## config.mk

```make
export PLATFORM = sky130hd
export DESIGN_NAME = frac_baud_gen
export DESIGN_NICKNAME = d
export VERILOG_FILES = /design/src/rtl/baud_pkg.sv /design/src/rtl/baud_cfg_regs.sv /design/src/rtl/baud_period_ctr.sv /design/src/rtl/baud_slot_seq.sv /design/src/rtl/frac_baud_gen.sv
export SDC_FILE = /design/constraint.sdc
export NUM_CORES = 1
export LEC_CHECK = 0
export ABC_AREA = 0
export BUFFER_PORTS_ARGS = -buffer_cell sky130_fd_sc_hd__buf_2
export CORE_UTILIZATION = 60
export CTS_CLUSTER_SIZE = 12
export DETAILED_ROUTE_END_ITERATION = 7
export PLACE_DENSITY = 0.79
export SLEW_MARGIN = 20
export SYNTH_ARGS = -nofsm -noshare
export SYNTH_HDL_FRONTEND = slang
export SYNTH_SLANG_ARGS = --single-unit
```

## constraint.sdc

```tcl
create_clock -name clk -period 5.1 [get_ports clk]
set_input_delay 0.255 -clock clk [delete_from_list [all_inputs] [get_ports clk]]
set_output_delay 0.255 -clock clk [all_outputs]
set_load 0.02 [all_outputs]
```

## src/rtl/baud_pkg.sv

```systemverilog
package baud_pkg;

    localparam int DIV_W  = 16;
    localparam int SLOT_N = 16;
    localparam int SLOT_W = $clog2(SLOT_N);
    localparam int CNT_W  = DIV_W + 1;
    localparam int DATA_W = (DIV_W > SLOT_N) ? DIV_W : SLOT_N;

    typedef logic [DIV_W-1:0]  div_t;
    typedef logic [SLOT_N-1:0] mask_t;
    typedef logic [SLOT_W-1:0] slot_t;
    typedef logic [CNT_W-1:0]  cnt_t;

    typedef enum logic {
        REG_DIV  = 1'b0,
        REG_MASK = 1'b1
    } reg_sel_e;

    typedef struct packed {
        div_t  div;
        mask_t mask;
    } rate_cfg_t;

    // Final count value of a sub-period: the count runs 0..limit.
    function automatic cnt_t period_limit(div_t d, logic extra);
        return cnt_t'(d) + cnt_t'(extra);
    endfunction

    // Evenly spread mask holding as many set bits as the fraction index.
    function automatic mask_t frac_to_mask(logic [3:0] idx);
        case (idx)
            4'd0:    return mask_t'(16'h0000);
            4'd1:    return mask_t'(16'h0080);
            4'd2:    return mask_t'(16'h0808);
            4'd3:    return mask_t'(16'h0888);
            4'd4:    return mask_t'(16'h2222);
            4'd5:    return mask_t'(16'h4924);
            4'd6:    return mask_t'(16'h4a52);
            4'd7:    return mask_t'(16'h54aa);
            4'd8:    return mask_t'(16'h5555);
            4'd9:    return mask_t'(16'hd555);
            4'd10:   return mask_t'(16'hd5d5);
            4'd11:   return mask_t'(16'hddd5);
            4'd12:   return mask_t'(16'hdddd);
            4'd13:   return mask_t'(16'hdfdd);
            4'd14:   return mask_t'(16'hdfdf);
            default: return mask_t'(16'hffdf);
        endcase
    endfunction

endpackage

```

## src/rtl/baud_cfg_regs.sv

```systemverilog
module baud_cfg_regs
    import baud_pkg::*;
#(
    parameter rate_cfg_t RST_CFG = '0
) (
    input  logic              clk,
    input  logic              rst,
    input  logic              wr_en,
    input  logic              wr_sel,
    input  logic [DATA_W-1:0] wr_data,
    input  logic              load,
    output rate_cfg_t         act
);

    rate_cfg_t stage_q;
    rate_cfg_t stage_d;
    rate_cfg_t act_q;

    always_comb begin
        stage_d = stage_q;
        if (wr_en) begin
            if (reg_sel_e'(wr_sel) == REG_MASK) begin
                stage_d.mask = mask_t'(wr_data);
            end else begin
                stage_d.div = div_t'(wr_data);
            end
        end
    end

    always_ff @(posedge clk) begin
        if (rst) begin
            stage_q <= RST_CFG;
            act_q   <= RST_CFG;
        end else begin
            stage_q <= stage_d;
            if (load) begin
                act_q <= stage_d;
            end
        end
    end

    assign act = act_q;

endmodule

```

## src/rtl/baud_period_ctr.sv

```systemverilog
module baud_period_ctr
    import baud_pkg::*;
(
    input  logic clk,
    input  logic rst,
    input  cnt_t limit,
    output logic tick,
    output cnt_t cnt
);

    cnt_t cnt_q;

    assign tick = (cnt_q == limit);

    always_ff @(posedge clk) begin
        if (rst || tick) begin
            cnt_q <= '0;
        end else begin
            cnt_q <= cnt_q + cnt_t'(1);
        end
    end

    assign cnt = cnt_q;

endmodule

```

## src/rtl/baud_slot_seq.sv

```systemverilog
module baud_slot_seq
    import baud_pkg::*;
(
    input  logic  clk,
    input  logic  rst,
    input  logic  adv,
    output slot_t slot
);

    localparam slot_t LAST = slot_t'(SLOT_N - 1);

    slot_t slot_q;

    always_ff @(posedge clk) begin
        if (rst) begin
            slot_q <= '0;
        end else if (adv) begin
            slot_q <= (slot_q == LAST) ? '0 : slot_q + slot_t'(1);
        end
    end

    assign slot = slot_q;

endmodule

```

## src/rtl/frac_baud_gen.sv

```systemverilog
module frac_baud_gen
    import baud_pkg::*;
#(
    parameter logic [15:0] RST_DIV  = 16'd3,
    parameter logic [3:0]  RST_FRAC = 4'd0
) (
    input  logic              clk,
    input  logic              rst,
    input  logic              wr_en,
    input  logic              wr_sel,
    input  logic [DATA_W-1:0] wr_data,
    output logic              tick,
    output logic [SLOT_W-1:0] slot_idx
);

    localparam rate_cfg_t RST_CFG = '{div: div_t'(RST_DIV), mask: frac_to_mask(RST_FRAC)};

    rate_cfg_t act;
    cnt_t      cnt_q;
    cnt_t      limit;
    logic      extra;

    baud_cfg_regs #(
        .RST_CFG (RST_CFG)
    ) u_cfg (
        .clk     (clk),
        .rst     (rst),
        .wr_en   (wr_en),
        .wr_sel  (wr_sel),
        .wr_data (wr_data),
        .load    (tick),
        .act     (act)
    );

    assign extra = act.mask[slot_idx];
    assign limit = period_limit(act.div, extra);

    baud_period_ctr u_ctr (
        .clk   (clk),
        .rst   (rst),
        .limit (limit),
        .tick  (tick),
        .cnt   (cnt_q)
    );

    baud_slot_seq u_seq (
        .clk  (clk),
        .rst  (rst),
        .adv  (tick),
        .slot (slot_idx)
    );

endmodule

```

==> impl_metrics.csv <==
group,metric,value,unit
route,viasPerCell,6.102,
die,die_area,0.006933,mm²
placed_design,hpwlAfterDp,5738,µm
cts,cts_tree,"built",
synthesis,yosysWarnings,0,
synthesis,synth_top_area_share,42.94,%
worst_setup_path,cp_top_family,"simple AND/OR/NAND/NOR gates",
worst_setup_path,crit_chain,"mux4_2 > mux4_2 > ha_1 > ha_1 > nand3_1 > or4b_1 > o22ai_2 > o21ai_2 > or3_4 > nor2_2 > buf_4 > buf_2",
timing,slew_headroom,31.52,%
power_and_ir_drop,power_switching,0.0004694,W
global_route,grt_pass1_vias,2998,
die,rows,29,
timing,tightestPinTransition,1.027,ns
die,initial_core_util,62.40,%
cts,numCtsBuffers,9,
synthesis,synth.most_common_cell,"dfxtp_1",
route,wirelength,8429,µm
power_and_ir_drop,p_int,0.001122,W
timing,clock.fmax,211.0,MHz
synthesis,synth_common_cells,"85 x dfxtp_1, 38 x a21oi_1, 35 x nor2_1",
run,drv_cap,0,
worst_setup_path,arrival,4.48,ns
synthesis,synth_seq_cells,85,
worst_setup_path,worstSetupPathType,"reg2out",
global_route,gr-total-overflow,0,
route,post-route-drc-count,0,
power_and_ir_drop,p_per_area,370.2,mW/mm²
global_route,antenna_found_initial,0,
synthesis,synth_area_leaders,"dfxtp_1 43%, mux2i_1 6.6%, a211oi_1 5.3%, a21oi_1 4.8%, xnor2_1 4.2%",
timing,hold_violations,0,
cts,h-tree-depth,3,
power_and_ir_drop,p_leak,1.615,nW
die,die_h,83.27,µm
global_route,grt_max_degree,79,
placed_design,port_buffers,24,
timing,fin_skew,0.009614,ns
worst_setup_path,worstSetupStartpointType,"register",
route,first_iter_violations,172,
cts,clkLatencyLatePin,0.36,ns
timing,setup_viol,0,
worst_setup_path,max_stage_delay,0.52,ns
route,wl_per_cell,16.56,µm
synthesis,syn_area,0.003963,mm²
synthesis,ys_async_sr_fraction,0,%
route,drt_pass1_iterations,4,
timing,slew_violations,0,
synthesis,synth.distinct_cells,52,
synthesis,avgSynthCellArea,9.435,µm²
global_route,grt_usage,26.04,%
cts,clkSinkCount,85,
synthesis,synth_top_area_cell,"dfxtp_1",
final_layout,nNetsFinal,451,
power_and_ir_drop,p_total,0.001591,W
synthesis,ys_seq_area_share,42.94,%
cts,cts_root_buf,"clkbuf_8",
worst_setup_path,end_kind,"primary output",
final_layout,fillers,521,
timing,rsz0062_at_grt,"no",
synthesis,syn_inst,420,
cts,cts_hold_buffers,0,
global_route,grt_first_pass_wirelength,14410,µm
power_and_ir_drop,switching_share,29.50,%
power_and_ir_drop,combPwrFrac,18.8,%
power_and_ir_drop,vdd_ir_drop_max,0.0003504,V
power_and_ir_drop,power_frac_seq,47.1,%
route,num_vias,3106,
final_layout,syn_to_final_growth,8.462,%
die,io_pins,25,
synthesis,synthFlopType,"dfxtp_1",
timing,fin_crit,4.739,ns
synthesis,synth_fp_nets,444,
worst_setup_path,crit_path_max_fanout,30,
placed_design,place.gp.congestion,0.8422,
synthesis,synth_edf_count,0,
die,dieWidth,83.27,µm
cts,post-cts-setup-buffers,0,
final_layout,drive_above_1_share,16.20,%
power_and_ir_drop,pwr-share-clk,34.1,%
cts,clockBufferDepth,2,
hold_path,hp-class,"in2reg",
timing,setup_tns,0,ns
worst_setup_path,cpMaxStageDelayCell,"mux4_2",
die,core,0.006350,mm²
worst_setup_path,worstPathRequired,4.85,ns
route,ant_nets,0,
run_status,status,"completed",
worst_setup_path,cp_num_buf_inv,2,
cts,path_clk_slew,0.09,ns
timing,post-route-period-util,92.93,%
final_layout,antenna_cells,0,
==> worst register-to-register path, stage by stage, from the launching register on <==
cell and delay, ns:
dfxtp_2 0.46, mux4_2 0.52, mux4_2 0.49, ha_1 0.27
ha_1 0.26, nand3_1 0.25, or4b_1 0.49, o22ai_2 0.17
o21ai_2 0.09, or3_4 0.41, nor2_2 0.14, buf_4 0.34
a211oi_1 0.13
==> final timing paths <==
path,cells past startpoint,end,slack (ns),start
worst max-delay path,12,tick,0.36,u_seq.slot[0]
worst min-delay path,3,u_cfg.stage_q[20],0.16,wr_data[4]
worst min register to register,2,u_cfg.stage_q[20],0.50,u_cfg.stage_q[20]
worst max register to register,12,u_cfg.act[27],0.93,u_seq.slot[0]
==> per-layer routing <==
| layer | routed length (µm) | share of wire, % | GRT usage [%] | vias to the layer above |
|---|---|---|---|---|
| li1 | - | - | - | 1543 |
| met1 | 3865 | 46 | 34.31 | 1488 |
| met2 | 4080 | 48 | 43.00 | 58 |
| met3 | 334 | 4.0 | 3.976 | 17 |
| met4 | 148 | 1.8 | 10.19 | 0 |
| met5 | 0 | 0 | 0 | - |
==> sequential cells by signal, indices dropped and copies added (netlist names) <==
register	cells
u_cfg.act	32
u_ctr.cnt	17
u_seq.slot	4
u_cfg.stage_q	32
==> timing repair <==
action | in CTS | in global routing
setup endpoints to repair | 0 | 1
gates resized for setup | 0 | 1
endpoints found under the hold margin | 0 | 0
==> power groups by stage <==
stage                     logic (W)  clock network [W]  registers, W
after floorplan            0.000255                  0      0.000745
after global placement     0.000288                  0      0.000762
after detailed placement   0.000294                  0      0.000764
after CTS                  0.000298           0.000552      0.000749
after global routing       0.000332           0.000582      0.000756
final                      0.000299           0.000542      0.000750
==> cell families (layout without fill, tap and decap cells) <==
family / count (synthesis) / count (layout) / synth area share, %
DFF: 85 / 85 / 42.94
and+or+nand+nor: 135 / 135 / 18.69
xor gates and xnor gates: 34 / 34 / 7.515
adders and majority gates: 4 / 4 / 1.263
muxes: 38 / 38 / 11.40
buffers and inverters: 37 / 49 / 4.325
AOI/OAI and AO/OA: 87 / 87 / 13.86
==> placed cells by master (no fill, tap or decap), types with 2 or more instances in the layout <==
cell type	count
inv_1	4
buf_4	5
clkbuf_8	10
ha_1	4
nand4_1	8
o21ai_0	10
clkinvlp_4	2
and3_1	3
nor3_1	27
mux2i_1	26
bufinv_16	2
and4_1	2
and2_1	5
nand4_4	2
nand4b_1	2
nand2b_1	5
dfxtp_1	84
mux4_2	5
or4b_2	2
nor2b_1	2
nand2_1	10
xor2_1	15
inv_6	2
mux2_2	7
a211oi_1	28
nor2_1	35
nand3_1	20
buf_2	24
nor4_1	2
xnor2_1	19
a21oi_1	38
==> final cells by class <==
cell class / instances / area, µm² / area share [%]
inverters: 4 / 15.01 / 0.3493
clock inverters: 6 / 92.59 / 2.154
clock buffers: 10 / 137.6 / 3.202
flip-flops and latches: 85 / 1703 / 39.62
multi-input cells: 298 / 2096 / 48.76
repair buffers: 29 / 157.7 / 3.668
well taps: 77 / 96.34 / 2.242
==> per-stage QoR <==
| step | instances | instance area [µm²] | setup WS [ns] | utilization, % | hold slack, ns |
|---|---|---|---|---|---|
| 2_1_floorplan | 420 | 3963 | 0.8556 | - | 0.4187 |
| 5_1_grt | 509 | 4298 | 0.1422 | 67.68 | 0.1832 |
| 3_3_place_gp | 493 | 4066 | 0.7430 | 64.04 | 0.4761 |
| 6_report | 509 | 4298 | 0.3606 | 67.68 | 0.1632 |
| 3_5_place_dp | 493 | 4066 | 0.6032 | 64.04 | 0.4853 |
| 4_1_cts | 509 | 4297 | 0.2001 | 67.66 | 0.1580 |
Power figures use the tool's default switching activity.
